[config.mk]
export PLATFORM = sky130hd
export DESIGN_NAME = zpind_seq
export DESIGN_NICKNAME = d
export VERILOG_FILES = /design/src/rtl/zpind_pkg.sv /design/src/rtl/zpind_prefix.sv /design/src/rtl/zpind_fetch.sv /design/src/rtl/zpind_assemble.sv /design/src/rtl/zpind_seq.sv
export SDC_FILE = /design/constraint.sdc
export NUM_CORES = 1
export LEC_CHECK = 0
export BUFFER_PORTS_ARGS = -buffer_cell sky130_fd_sc_hd__buf_4
export CAP_MARGIN = 20
export CORE_UTILIZATION = 55
export CTS_BUF_LIST = sky130_fd_sc_hd__clkbuf_2 sky130_fd_sc_hd__clkbuf_4 sky130_fd_sc_hd__clkbuf_8
export DETAILED_ROUTE_END_ITERATION = 7
export PLACE_DENSITY = 0.9
export SLEW_MARGIN = 20
export SYNTH_ARGS = -nofsm -noshare
export SYNTH_HDL_FRONTEND = slang
export SYNTH_SLANG_ARGS = --single-unit
[constraint.sdc]
create_clock -name clk -period 9.2 [get_ports clk]
set_clock_uncertainty 0.1 [all_clocks]
set_input_delay 2.76 -clock clk [delete_from_list [all_inputs] [get_ports clk]]
set_output_delay 2.76 -clock clk [all_outputs]
set_load 0.02 [all_outputs]
[src/rtl/zpind_pkg.sv]
package zpind_pkg;
  localparam int ZP_W         = 8;
  localparam int BYTE_W       = 8;
  localparam int NARROW_BYTES = 2;
  localparam int WIDE_BYTES   = 4;
  localparam int EA_W         = WIDE_BYTES * BYTE_W;
  localparam int BANK_W       = EA_W - NARROW_BYTES * BYTE_W;
  localparam int CNT_W        = $clog2(WIDE_BYTES) + 1;
  typedef logic [CNT_W-1:0] cnt_t;
endpackage

[src/rtl/zpind_prefix.sv]
module zpind_prefix (
  input  logic clk,
  input  logic rst_n,
  input  logic accept,
  input  logic acc_is_nop,
  output logic wide_sel
);
  logic armed_q;
  always_ff @(posedge clk or negedge rst_n) begin
    if (!rst_n)      armed_q <= 1'b0;
    else if (accept) armed_q <= acc_is_nop;
  end
  assign wide_sel = armed_q;
endmodule

[src/rtl/zpind_fetch.sv]
module zpind_fetch
  import zpind_pkg::*;
(
  input  logic            clk,
  input  logic            rst_n,
  input  logic            start,
  input  logic            start_wide,
  input  logic [ZP_W-1:0] start_zp,
  output logic            busy,
  output logic            rd,
  output logic [ZP_W-1:0] rd_addr,
  output logic            cap_en,
  output cnt_t            cap_idx,
  output logic            cap_last
);
  logic            busy_q, wide_q, pend_q;
  logic [ZP_W-1:0] zp_q;
  cnt_t            iss_q, cap_q, nbytes;

  assign nbytes   = wide_q ? cnt_t'(WIDE_BYTES) : cnt_t'(NARROW_BYTES);
  assign rd       = busy_q && (iss_q < nbytes);
  assign rd_addr  = zp_q + ZP_W'(iss_q);
  assign cap_en   = pend_q;
  assign cap_idx  = cap_q;
  assign cap_last = pend_q && (cap_q == nbytes - cnt_t'(1));
  assign busy     = busy_q;

  always_ff @(posedge clk or negedge rst_n) begin
    if (!rst_n) begin
      busy_q <= 1'b0;
      wide_q <= 1'b0;
      pend_q <= 1'b0;
      zp_q   <= '0;
      iss_q  <= '0;
      cap_q  <= '0;
    end else if (start) begin
      busy_q <= 1'b1;
      wide_q <= start_wide;
      pend_q <= 1'b0;
      zp_q   <= start_zp;
      iss_q  <= '0;
      cap_q  <= '0;
    end else if (busy_q) begin
      pend_q <= rd;
      if (rd)       iss_q  <= iss_q + cnt_t'(1);
      if (pend_q)   cap_q  <= cap_q + cnt_t'(1);
      if (cap_last) busy_q <= 1'b0;
    end
  end
endmodule

[src/rtl/zpind_assemble.sv]
module zpind_assemble
  import zpind_pkg::*;
(
  input  logic              clk,
  input  logic              rst_n,
  input  logic              start,
  input  logic              start_wide,
  input  logic [BYTE_W-1:0] start_z,
  input  logic [BANK_W-1:0] start_bank,
  input  logic              cap_en,
  input  cnt_t              cap_idx,
  input  logic              cap_last,
  input  logic [BYTE_W-1:0] rdata,
  output logic [EA_W-1:0]   ea,
  output logic              done
);
  logic [EA_W-1:0]   ptr_q, ptr_next, base, ea_q;
  logic [BYTE_W-1:0] z_q;
  logic [BANK_W-1:0] bank_q;
  logic              wide_q, done_q;

  always_comb begin
    ptr_next = ptr_q;
    for (int b = 0; b < WIDE_BYTES; b++)
      if (cap_en && cap_idx == cnt_t'(b)) ptr_next[b*BYTE_W +: BYTE_W] = rdata;
  end

  assign base = wide_q ? ptr_next
                       : {bank_q, ptr_next[NARROW_BYTES*BYTE_W-1:0]};

  always_ff @(posedge clk or negedge rst_n) begin
    if (!rst_n) begin
      ptr_q  <= '0;
      z_q    <= '0;
      bank_q <= '0;
      wide_q <= 1'b0;
      ea_q   <= '0;
      done_q <= 1'b0;
    end else begin
      done_q <= 1'b0;
      if (start) begin
        ptr_q  <= '0;
        z_q    <= start_z;
        bank_q <= start_bank;
        wide_q <= start_wide;
      end else begin
        ptr_q <= ptr_next;
        if (cap_last) begin
          ea_q   <= base + EA_W'(z_q);
          done_q <= 1'b1;
        end
      end
    end
  end
  assign ea   = ea_q;
  assign done = done_q;
endmodule

[src/rtl/zpind_seq.sv]
module zpind_seq
  import zpind_pkg::*;
(
  input  logic              clk,
  input  logic              rst_n,
  input  logic              op_valid,
  output logic              op_ready,
  input  logic              op_is_nop,
  input  logic              op_is_indz,
  input  logic [ZP_W-1:0]   op_zp,
  input  logic [BYTE_W-1:0] op_z,
  input  logic [BANK_W-1:0] bank_hi,
  output logic [ZP_W-1:0]   mem_addr,
  output logic              mem_rd,
  input  logic [BYTE_W-1:0] mem_rdata,
  output logic [EA_W-1:0]   ea,
  output logic              done
);
  logic busy, accept, start, wide_sel, cap_en, cap_last;
  cnt_t cap_idx;

  assign op_ready = !busy;
  assign accept   = op_valid && op_ready;
  assign start    = accept && op_is_indz;

  zpind_prefix u_prefix (
    .clk(clk), .rst_n(rst_n), .accept(accept),
    .acc_is_nop(op_is_nop), .wide_sel(wide_sel)
  );

  zpind_fetch u_fetch (
    .clk(clk), .rst_n(rst_n), .start(start), .start_wide(wide_sel),
    .start_zp(op_zp), .busy(busy), .rd(mem_rd), .rd_addr(mem_addr),
    .cap_en(cap_en), .cap_idx(cap_idx), .cap_last(cap_last)
  );

  zpind_assemble u_asm (
    .clk(clk), .rst_n(rst_n), .start(start), .start_wide(wide_sel),
    .start_z(op_z), .start_bank(bank_hi), .cap_en(cap_en),
    .cap_idx(cap_idx), .cap_last(cap_last), .rdata(mem_rdata),
    .ea(ea), .done(done)
  );
endmodule

== After elaboration in Yosys (flattened, before gate mapping) ==
Cells that the tools add are included.
Word-level totals
  bits in registers: 107
  input port bits: 45
  output and inout port bits: 43
  logic and storage cells: 59
Operators by class
  add/subtract/negate cells: 5
  magnitude comparators: 1
  equal/unequal tests: 4
  mux-type cells: 20
  bitwise gates (word level): 1
  reduce and logical (&&, ||, !) cells: 16
Operators with widths (number)
  2-to-1 mux 32 bit: 2
  adder 32 x 8 -> 32 bit: 1
  2-to-1 mux 8 bit: 4
  2-to-1 mux 3 bit: 7
  adder 8 x 3 -> 8 bit: 1
  logical AND 1 bit: 8
  2-to-1 mux 1 bit: 7
  adder 3 x 1 -> 3 bit, second input constant: 2
  equality test 3 x 2 -> 1 bit, second input constant: 2
  AND reduction 2 bit: 3
  nonzero test 2 bit: 3
  equality test 3 x 1 -> 1 bit, second input constant: 1
  equality test 3 bit: 1
  logical NOT 3 bit: 1
  < comparator 3 bit: 1
  subtractor 3 x 1 -> 3 bit, second input constant: 1
  logical NOT 1 bit: 1
  inverter 1 bit: 1

== Depth between registers and ports, before layout ==
Gate-level depths: netlist of run 1.
  depth in word-level cells: 7
  mapped depth: 14
  mapped depth without buffers: 14

== Cells and area by module ==
Synthesis of run 1 repeated with hierarchy kept, for this count alone.
Second synthesis, totals
  cell total of the unflattened synthesis: 564
  area, all modules: 5738.0 um2
By module, submodules not included
  zpind_assemble: instances 1, cells an instance 475, area an instance 4767.1 um2, seq. area each 2252.2 um2
  zpind_fetch: instances 1, cells an instance 84, area an instance 912.1 um2, seq. area each 425.4 um2
  zpind_prefix: instances 1, cells an instance 2, area an instance 40.0 um2, seq. area each 25.0 um2
  zpind_seq: instances 1, cells an instance 3, area an instance 18.8 um2, seq. area each 0.0 um2

== Worst setup path after synthesis of run 1 ==
Ideal clock, no wire load.
  path kind: input -> register
  start: input mem_rdata[6]
  end: register u_asm.ea_q[19], in the netlist u_asm.ea[19]
  library setup time: 130 ps
  arrival time: 4704 ps
  data required time: 8970 ps
  slack: 4267 ps
  stages: 9
  path buffers: 0
  cell sequence: mux2_2 ha_1 o21ai_0 and2_1 a221o_1 nor3_4 nor3b_1 xnor2_1 o21ai_1
Between the ends
  cells in the longest elaborated chain, start to end: 3
  elaborated cells on any way between the ends: 4
  those cells by class: add/sub (1); mux (3)
RTL lines
  start, declared: line zpind_seq.sv:15  | input logic [BYTE_W-1:0] mem_rdata,
  2-to-1 mux 8 bit: line zpind_assemble.sv:25  | if (cap_en && cap_idx == cnt_t'(b)) ptr_next[b*BYTE_W +: BYTE_W] = rdata;
  2-to-1 mux 32 bit *: line zpind_assemble.sv:28  | assign base = wide_q ? ptr_next
  adder 32 x 8 -> 32 bit *: line zpind_assemble.sv:49  | ea_q <= base + EA_W'(z_q);
  end signal, assigned: line zpind_assemble.sv:49
  end, declared: line zpind_assemble.sv:17  | logic [EA_W-1:0] ptr_q, ptr_next, base, ea_q;
Mark *: on every way between the ends. The rest lies on a longest branch, timed or not.
A chain may end at the register's enable or synchronous reset.

== Worst setup path in the final report of run 1 ==
  start: input mem_rdata[1]
  end: register u_asm.ea_q[15], in the netlist u_asm.ea[15]
The elaborated chain is that of the path after synthesis.

==> impl_results.rst, run 1 <==
.. list-table::
   :header-rows: 1

   * - Metric
     - Value
   * - Die Ht
     - 103 um
   * - Dominant delay contributor by cell family on the critical path
     - compound AO/OA/AOI/OAI gates
   * - Fin Setup TNS
     - 0 ps
   * - Worst hold margin
     - 392 ps
   * - Antenna violation net count after detailed routing
     - 0
   * - Most frequent cells in the layout
     - nand2_1, dfrtp_1, buf_4, nor2_1, o21ai_0
   * - TritonCTS Buffers
     - 9
   * - Kind of launch point of the worst setup path
     - input pin
   * - Number of vias in the routed layout
     - 4549
   * - Crit path buffers/inverters
     - 2
   * - Placer Congestion
     - 0.937
   * - Slowest library cell on the worst path
     - o41ai_2
   * - Synth area leader
     - dfrtp_1
   * - Status
     - complete, no violations
   * - Average via count per standard cell
     - 5.64
   * - Multi-input logic area
     - 2720 sq um
   * - Relative area change from synthesis to final layout
     - 17.7%
   * - Storage cell area
     - 2680 sq um
   * - Buffers on Ports
     - 87
   * - Cell leakage power
     - 3.35 nW
   * - Root buffer selected by CTS
     - clkbuf_8
   * - Area share of the largest cell type after synthesis
     - 0.481
   * - Synthesized area divided by synthesized cell count
     - 9.38 sq um
   * - Overall die width
     - 103 um
   * - Worst slew margin relative to its limit
     - 0.527
   * - Iteration count of the initial detailed-routing pass
     - 5
   * - Placement row count
     - 36
   * - Distinct cell type count of the synthesized netlist
     - 55
   * - First DRT Iteration DRCs
     - 304
   * - Required arrival time at the worst endpoint
     - 9400 ps
   * - Number of slew-limit violations in the final report
     - 0
   * - Antenna violations before repair
     - 0
   * - Fraction of final layout cells with drive strength greater than 1
     - 0.196
   * - NumNets Final
     - 734
   * - Fill cells
     - 781
   * - Post_cts resized
     - 0
   * - CTS clk-pin slew, worst paths
     - 100 ps
   * - Post-synthesis cell count
     - 594
   * - Remaining global-route overflow
     - 0
   * - Number of endpoints failing setup at the final stage
     - 0
   * - Min-delay src
     - u_asm.ea[23]
   * - Routed wire length per instance
     - 16.5 um
   * - Netlist Area Pre-Place
     - 5570 sq um
   * - Number of hold violations in the final report
     - 0
   * - Cells along the critical path
     - buf_4 -> mux2i_1 -> inv_1 -> ha_1 -> a211oi_1 -> nor2_1 -> o41ai_2 -> a211oi_1 -> nor3b_1 -> xor2_1 -> o21ai_0
   * - Later-pin clock latency in the skew report
     - 380 ps
   * - Sum of net half-perimeters after detailed placement
     - 9.44 mm
   * - Htree depth
     - 3
   * - CP endpoint kind
     - flip-flop
   * - Clock tree from TritonCTS
     - yes
   * - Worst flop-to-flop path startpoint
     - u_fetch.cap_en
   * - Number of buffers inserted by post-CTS setup repair
     - 0
   * - Number of I/O pins
     - 88
   * - EDFF count, synth
     - 0
   * - Largest driver fanout on the critical path
     - 7
   * - Area contributors post-synth
     - dfrtp_1, nand2_1, mux2i_1
   * - Most common cell after layout, fill and taps aside
     - nand2_1
   * - Upper clock frequency limit
     - 196 MHz
   * - Total nets after synthesis
     - 659
   * - Total Routing Usage GR
     - 0.273
   * - Period utilisation layout
     - 0.554
   * - Die outline area
     - 10500 sq um
   * - Initial core utilization
     - 0.570
   * - Number of antenna cells inserted
     - 0
   * - Maximum capacitance violations
     - 0
   * - Yosys reg bits
     - 107
   * - Number of warnings reported in the yosys synthesis log
     - 0
   * - Vias in the first global route
     - 4466
   * - Most used cell along the critical path
     - a211oi_1
   * - Wire length of the first global-routing pass
     - 21.7 mm
   * - Launching instance or port of the critical path
     - mem_rdata[1]
   * - Arr. time, crit path
     - 5300 ps
   * - Post-cts hold buffer count
     - 0
   * - Delay contributed by the slowest stage of the critical path
     - 460 ps
   * - Worst slew pin tran
     - 709 ps
   * - TritonCTS sink count
     - 107
   * - Fraction of synthesis flops using an asynchronous set or reset pin
     - 1.00
   * - Setup Crit Path Kind
     - input pin to flip-flop
   * - Power Density
     - 370 nW/um^2
   * - Worst vdd rail ir drop
     - 0.291 mV
   * - Core region area
     - 9770 sq um
   * - Register area share after synthesis
     - 0.481
   * - Setup repair after global routing missed its margin
     - no
   * - Setup slack, reg-to-reg
     - 5260 ps
   * - Largest net degree at the start of global routing
     - 68
   * - Final critical delay including setup and external delays
     - 5100 ps
   * - Number of buffers on the longest clock path
     - 2
   * - Wire length reported by the detailed router
     - 13.3 mm
   * - Type of the tightest min-delay check
     - flip-flop to flip-flop
   * - Final routed DRC violation total
     - 0
   * - Most common flop cell mapped by yosys
     - dfrtp_1
==> layer usage <==
layer,up-vias,GRT usage,part of all wire
met3,29,0.0542,0.060
li1,2149,-,-
met2,167,0.443,0.49
met4,0,0.125,0.024
met5,-,0,0
met1,2204,0.354,0.43
==> stage by stage <==
step	power [mW]	util	setup slack, ps	cell area [sq um]	std cells
after floorplan	1.67	-	4270	5570	594
after detailed placement	2.07	0.645	3730	6310	791
after global placement	2.01	0.645	3960	6310	791
after CTS	2.42	0.671	4100	6550	807
final	2.43	0.671	4100	6550	807
after global routing	2.60	0.671	3870	6550	807
==> kinds of logic after synthesis <==
logic type,synth area share
XOR/XNOR,0.0598
AO/OA/AOI/OAI,0.107
multiplexers,0.0667
AND/OR/NAND/NOR,0.207
buffers and inverters,0.0312
flip-flops,0.481
adder cells (fa/ha/maj),0.0476
==> final cells by class <==
| type | instances | area share |
|---|---|---|
| multi-input cells | 444 | 0.415 |
| flip-flops and latches | 107 | 0.409 |
| repair buffers | 91 | 0.104 |
| clock buffers | 13 | 0.0273 |
| well taps | 133 | 0.0254 |
| clock inverters | 3 | 0.0103 |
| inverters | 16 | 0.00916 |
==> state kept, by name, indices dropped and copies added, names as in the netlist <==
register / count
u_asm.ea: 32
u_asm.ptr_q: 32
u_asm.bank_q: 16
u_asm.z_q: 8
u_fetch.zp_q: 8
u_fetch.cap_idx: 3
u_fetch.iss_q: 3
u_asm.done: 1
u_asm.wide_q: 1
u_fetch.busy: 1
u_fetch.cap_en: 1
u_prefix.wide_sel: 1
==> tightest hold or removal path: stages, from the launching register on <==
cell and delay (ps):
dfrtp_1 350, nand2_1 50, o21ai_0 60
==> power by group <==
part	switching, mW	leakage, nW	internal (mW)
logic	0.757	1.86	0.516
clock network	0.160	0.122	0.183
registers	0.139	1.36	0.672
==> synth_stat cells (2+ instances only) <==
cell	n
and3_1	3
a221o_1	2
o31ai_1	2
nand3_1	16
nand2_1	143
a21bo_2	4
ha_1	18
dfrtp_1	107
mux2_2	9
nor3_1	6
xor2_1	20
mux2i_1	24
a21o_1	7
a21oi_1	21
o21bai_1	3
inv_1	16
xnor2_1	18
a31oi_1	4
a21boi_0	2
nor3b_1	2
and2_1	10
a211oi_1	4
nand4_1	10
nor2_1	50
nor2b_1	4
mux2_4	2
fa_1	2
buf_1	3
clkbuf_1	21
o21ai_0	31
o21ai_1	6
==> worst paths after layout <==
kind | end | cells after the start
worst max-delay path | u_asm.ea[15] | 11
worst min-delay path | u_asm.ea[23] | 2
worst max register to register | u_asm.ea[15] | 12
worst min register to register | u_asm.ea[23] | 2
max in group asynchronous | u_asm.ea[22] | 2
min in group asynchronous | u_fetch.zp_q[6] | 1
No activity file was read; power rests on OpenSTA's default activity.
==> run 2: changes to the inputs <==
- clock period: 9.2 -> 4.8 ns (I/O delays scaled with it)
==> run 2 against run 1 <==
Flip-flop and latch count unchanged. Sequential share of layout area about the same. Routed wire length down 2.7%. Final area about the same. Combinational power increased by 91%. Largest power group unchanged.
==> impl_results.rst, run 2 (same netlist as run 1, synthesis figures left out) <==
.. list-table::
   :header-rows: 1

   * - Metric
     - Value
   * - Most common cell after layout, fill and taps aside
     - nand2_1
   * - Later-pin clock latency in the skew report
     - 390 ps
   * - First DRT Iteration DRCs
     - 315
   * - CTS clk-pin slew, worst paths
     - 100 ps
   * - Number of antenna cells inserted
     - 0
   * - Initial core utilization
     - 0.570
   * - Wire length reported by the detailed router
     - 12.9 mm
   * - Most frequent cells in the layout
     - nand2_1, dfrtp_1, buf_4, nor2_1, o21ai_0
   * - Buffers on Ports
     - 87
   * - Highest signal layer in the routed design
     - met4
   * - Number of vias in the routed layout
     - 4514
   * - TritonCTS Buffers
     - 9
   * - CP endpoint kind
     - flip-flop
   * - Final routed DRC violation total
     - 0
   * - Average via count per standard cell
     - 5.59
   * - Period utilisation layout
     - 0.824
   * - Htree depth
     - 3
   * - Clock tree from TritonCTS
     - yes
   * - Largest driver fanout on the critical path
     - 16
   * - Number of slew-limit violations in the final report
     - 0
   * - Worst slew margin relative to its limit
     - 0.421
   * - Crit path buffers/inverters
     - 1
   * - Post-cts hold buffer count
     - 0
   * - Iteration count of the initial detailed-routing pass
     - 5
   * - Fraction of final layout cells with drive strength greater than 1
     - 0.197
   * - Upper clock frequency limit
     - 253 MHz
   * - Die outline area
     - 10500 sq um
   * - Routed length on met2
     - 6.14 mm
   * - Multi-input logic area
     - 2720 sq um
   * - TritonCTS sink count
     - 107
   * - Routed wire length per instance
     - 16.0 um
   * - Antenna violations before repair
     - 0
   * - Required arrival time at the worst endpoint
     - 4970 ps
   * - Kind of launch point of the worst setup path
     - flip-flop
   * - Post_cts resized
     - 0
   * - Cells along the critical path
     - and2b_1 -> nand2_1 -> mux2_2 -> ha_1 -> inv_1 -> fa_1 -> nand2b_1 -> a21oi_1 -> a2111oi_2 -> nor3_2 -> nand4_1 -> xor2_1 -> o21ai_1
   * - Maximum capacitance violations
     - 0
   * - Placer Congestion
     - 0.899
   * - Status
     - complete, no violations
   * - Overall die width
     - 103 um
   * - Dominant delay contributor by cell family on the critical path
     - simple AND/OR/NAND/NOR gates
   * - Number of I/O pins
     - 88
   * - Storage cell area
     - 2680 sq um
   * - Final std cell area, no fill
     - 6560 sq um
   * - Sum of net half-perimeters after detailed placement
     - 9.07 mm
   * - Relative area change from synthesis to final layout
     - 17.7%
   * - Final critical delay including setup and external delays
     - 3950 ps
   * - Remaining global-route overflow
     - 0
   * - Delay contributed by the slowest stage of the critical path
     - 710 ps
   * - Amount of wire on met3 after detailed routing
     - 859 um
   * - Power Density
     - 702 nW/um^2
   * - Fill cells
     - 775
   * - Worst vdd rail ir drop
     - 0.509 mV
   * - Largest net degree at the start of global routing
     - 108
   * - Fin Setup TNS
     - 0 ps
   * - Wire length of the first global-routing pass
     - 20.7 mm
   * - Metal1 wirelength
     - 5.62 mm
   * - Setup repair after global routing missed its margin
     - no
   * - Vias in the first global route
     - 4344
   * - Slowest library cell on the worst path
     - dfrtp_1
   * - Placement row count
     - 36
   * - Cell leakage power
     - 3.35 nW
   * - Antenna violation net count after detailed routing
     - 0
   * - Type of the tightest min-delay check
     - flip-flop to flip-flop
   * - Number of buffers inserted by post-CTS setup repair
     - 0
   * - Total Routing Usage GR
     - 0.262
   * - Worst slew pin tran
     - 868 ps
   * - Die Ht
     - 103 um
   * - Arr. time, crit path
     - 4120 ps
   * - Post-detailed-placement cell area
     - 6330 sq um
   * - Root buffer selected by CTS
     - clkbuf_8
   * - Number of hold violations in the final report
     - 0
   * - Core region area
     - 9770 sq um
   * - Number of buffers on the longest clock path
     - 2
   * - NumNets Final
     - 735
   * - Setup Crit Path Kind
     - flip-flop to flip-flop
   * - Number of endpoints failing setup at the final stage
     - 0
-- run 2: area by class of cell --
type / instances / share of cell area
tap: 133 / 0.0254
timing repair buffer: 92 / 0.107
inverter: 16 / 0.00916
clock buffer: 12 / 0.0242
sequential: 107 / 0.408
clock inverter: 4 / 0.0111
multi-input combinational: 444 / 0.415
-- run 2: path summary, 6_finish.rpt --
check / endpoint / cells past startpoint / slack, ps / start
max in group asynchronous: u_fetch.iss_q[1] / 2 / 3160 / rst_n
worst max register to register: u_asm.ea[28] / 13 / 850 / u_fetch.cap_en
worst min-delay path: u_asm.ea[25] / 2 / 390 / u_asm.ea[25]
min in group asynchronous: u_asm.done / 2 / 1010 / rst_n
worst max-delay path: u_asm.ea[28] / 13 / 850 / u_fetch.cap_en
worst min register to register: u_asm.ea[25] / 2 / 390 / u_asm.ea[25]
-- run 2: power breakdown --
group / total (mW) / switching, mW / internal [mW]
clock: 0.634 / 0.307 / 0.327
sequential: 1.54 / 0.255 / 1.29
combinational: 2.42 / 1.43 / 0.993
total: 4.60 / 1.99 / 2.61
-- run 2: worst register-to-register path, delay by kind of cell, from the launching register on --
family / cells / cell delay (ps)
xor gates and xnor gates: 1 / 200
muxes: 1 / 350
and+or+nand+nor: 5 / 1370
adders and majority gates: 2 / 590
buffers and inverters: 1 / 70
DFF: 1 / 710
AOI/OAI and AO/OA: 3 / 450
-- run 2: stage by stage --
step / power, mW / cells / hold slack (ps) / utilization / setup WS [ps]
floorplan: 3.21 / 594 / 346 / - / 1190
global route: 4.92 / 808 / 416 / 0.671 / 610
CTS: 4.59 / 808 / 388 / 0.671 / 858
detailed placement: 3.95 / 792 / 364 / 0.647 / 755
global placement: 3.86 / 792 / 362 / 0.647 / 836
finish: 4.60 / 808 / 387 / 0.671 / 845
-- run 2: per-layer routing --
metal  global-route usage  up-vias
li1                     -     2141
met1                0.345     2185
met2                0.419      154
met3               0.0502       34
met4                0.121        0
met5                    0        -
==> run 3: changes to the inputs <==
- CORE_UTILIZATION: 55 -> 53
- clock period: 4.8 -> 3.2 ns (I/O delays scaled with it)
==> run 3 against run 2 <==
Flip-flop and latch count unchanged. Non-clock buffer count is 49 higher. Critical path type unchanged. Global-route usage grew 0.054 points. Largest cell class unchanged. Maximum frequency rose by 25%. First-iteration DRC count grew 2.2%. The flow now finishes with violations (design-rule violations). Die area grew 3.7%. Worst hold slack improved by 2.3 ps. Sequential power increased by 49%. Largest power group unchanged. Routed wire length is 12% higher. Final area is 8.8% higher. Sequential share of layout area shrank 3.3 points. Highest routed layer unchanged. Cell count grew 6.4%.
==> impl_results.rst, run 3 (same netlist as run 1, synthesis figures left out) <==
.. list-table::
   :header-rows: 1

   * - Metric
     - Value
   * - Net Switching
     - 3.40 mW
   * - Initial core utilization
     - 0.542
   * - Internal Dissipation
     - 4.31 mW
   * - Kind of launch point of the worst setup path
     - flip-flop
   * - Type of the tightest min-delay check
     - flip-flop to flip-flop
   * - Overall die width
     - 105 um
   * - Fraction of power consumed by the clock network
     - 0.114
   * - Placement row count
     - 37
   * - TritonCTS sink count
     - 107
   * - Fraction of power spent switching nets
     - 0.441
   * - Clock tree from TritonCTS
     - yes
   * - Total Routing Usage GR
     - 0.262
   * - Met3 Usage GRT
     - 0.0470
   * - Buffers on Ports
     - 87
   * - Seq pwr share
     - 0.299
   * - Antenna violations before repair
     - 0
   * - Most frequent cells in the layout
     - nand2_1, buf_4, dfrtp_1, nor2_1, o21ai_0
   * - Power Density
     - 1080 nW/um^2
   * - Number of hold violations in the final report
     - 0
   * - Met1 track utilization from global routing
     - 0.338
   * - NumNets Final
     - 784
   * - Number of buffers on the longest clock path
     - 2
   * - Largest net degree at the start of global routing
     - 45
   * - Violations in the final reports
     - design-rule violations
   * - Number of slew-limit violations in the final report
     - 0
   * - Number of I/O pins
     - 88
   * - Required arrival time at the worst endpoint
     - 3390 ps
   * - Upper clock frequency limit
     - 316 MHz
   * - Worst slew pin tran
     - 706 ps
   * - Die Ht
     - 105 um
   * - Combinational group share of total power
     - 0.587
   * - Htree depth
     - 3
   * - Final std cell area, no fill
     - 7130 sq um
   * - TritonCTS Buffers
     - 9
   * - Average via count per standard cell
     - 5.55
   * - Relative area change from synthesis to final layout
     - 28.1%
   * - Final routed DRC violation total
     - 4
   * - First DRT Iteration DRCs
     - 322
   * - Worst vdd rail ir drop
     - 0.689 mV
   * - Number of endpoints failing setup at the final stage
     - 0
   * - Number of antenna cells inserted
     - 0
   * - Iteration count of the initial detailed-routing pass
     - 7
   * - Wire length reported by the detailed router
     - 14.5 mm
   * - Fill cells
     - 736
   * - Arr. time, crit path
     - 3360 ps
   * - Placer Congestion
     - 0.862
   * - Root buffer selected by CTS
     - clkbuf_8
   * - Final critical delay including setup and external delays
     - 3170 ps
   * - Die outline area
     - 10900 sq um
   * - Status
     - complete, but fails checks
   * - Later-pin clock latency in the skew report
     - 400 ps
   * - Placement-stage worst setup slack
     - -392 ps
   * - Vias in the first global route
     - 4757
   * - Setup Crit Path Kind
     - flip-flop to flip-flop
   * - Cell leakage power
     - 3.63 nW
   * - Largest driver fanout on the critical path
     - 8
   * - Fraction of final layout cells with drive strength greater than 1
     - 0.290
   * - Most common cell after layout, fill and taps aside
     - nand2_1
   * - Antenna violation net count after detailed routing
     - 0
   * - Post-cts hold buffer count
     - 0
   * - CP endpoint kind
     - flip-flop
   * - Worst slew margin relative to its limit
     - 0.517
   * - CTS clk-pin slew, worst paths
     - 110 ps
   * - Core region area
     - 10300 sq um
   * - Min setup slack post-route
     - 32.3 ps
   * - Wire length of the first global-routing pass
     - 22.4 mm
   * - Sum of net half-perimeters after detailed placement
     - 10.1 mm
   * - Post-detailed-placement cell area
     - 6670 sq um
   * - Met2 Use GR
     - 0.429
   * - Remaining global-route overflow
     - 0
   * - GRT Max-Usage Layer
     - met2
   * - Routed wire length per instance
     - 16.8 um
   * - Period utilisation layout
     - 0.990
   * - Maximum capacitance violations
     - 0
   * - Number of vias in the routed layout
     - 4777
run 3: cell types whose count changed in the layout (fill, tap and decap cells not counted), moves of 3 or more:
cell,change
inv_6,+3
mux2_4,+4
buf_4,+47
ha_2,+6
ha_1,-8
o21ai_0,-3
mux2_2,-4
run 3: final cells by class:
| cell class | count | area, sq um | area share |
|---|---|---|---|
| Sequential cell | 107 | 2680 | 0.375 |
| Inverter | 16 | 60.1 | 0.00842 |
| Clock buffer | 10 | 138 | 0.0193 |
| Tap cell | 136 | 170 | 0.0239 |
| Clock inverter | 6 | 70.1 | 0.00982 |
| Timing Repair Buffer | 141 | 1100 | 0.154 |
| Multi-Input combinational cell | 444 | 2920 | 0.409 |
run 3: path summary, 6_finish.rpt:
kind                                    start           endpoint  slack [ps]  cells after the start
max                        u_fetch.cap_idx[0]       u_asm.ea[13]          30                     14
min reg2reg                      u_asm.ea[11]       u_asm.ea[11]         390                      2
max in group asynchronous               rst_n    u_asm.ptr_q[22]        1810                      2
min                              u_asm.ea[11]       u_asm.ea[11]         390                      2
min in group asynchronous               rst_n  u_prefix.wide_sel         440                      1
max reg2reg                u_fetch.cap_idx[0]       u_asm.ea[13]          30                     14
run 3: power by group through the flow:
stage	sequential [mW]	combinational [mW]	clock, mW
after global placement	2.27	3.82	0
after global routing	2.36	4.88	0.946
after CTS	2.28	4.13	0.881
after floorplan	2.42	2.39	0
after detailed placement	2.31	3.97	0
final	2.30	4.53	0.880
run 3: worst max-delay path, stage by stage (launching register included):
cell and delay, ps:
dfrtp_1 380, inv_2 60, ha_4 160, nand2_2 90, buf_12 140, mux2_2 360
ha_1 320, o21ai_1 150, nor2_4 170, o41ai_4 90, buf_4 180, a211oi_4 290
nand2_1 110, xor2_1 180, mux2_2 280
run 3: what timing repair did:
action | CTS | global route
buffers inserted | 1 | 6
resized for setup | 9 | 36
pin swaps | 2 | 13
cloned | 0 | 0
setup endpoints to repair | 17 | 26
run 3: layer usage:
| metal | wire, um | part of all wire | vias to the layer above |
|---|---|---|---|
| li1 | - | - | 2245 |
| met1 | 6200 | 0.43 | 2343 |
| met2 | 7210 | 0.50 | 161 |
| met3 | 737 | 0.051 | 28 |
| met4 | 342 | 0.024 | 0 |
| met5 | 0 | 0 | - |
run 3: through the flow:
stage	setup TNS [ps]	instances	hold WS [ps]	util	total power [mW]
after detailed placement	-3880	837	368	0.649	6.28
after global routing	-574	860	409	0.694	8.18
after floorplan	0	594	346	-	4.81
after global placement	-2450	837	362	0.649	6.09
final	0	860	390	0.694	7.71
after CTS	-32.3	854	392	0.676	7.29
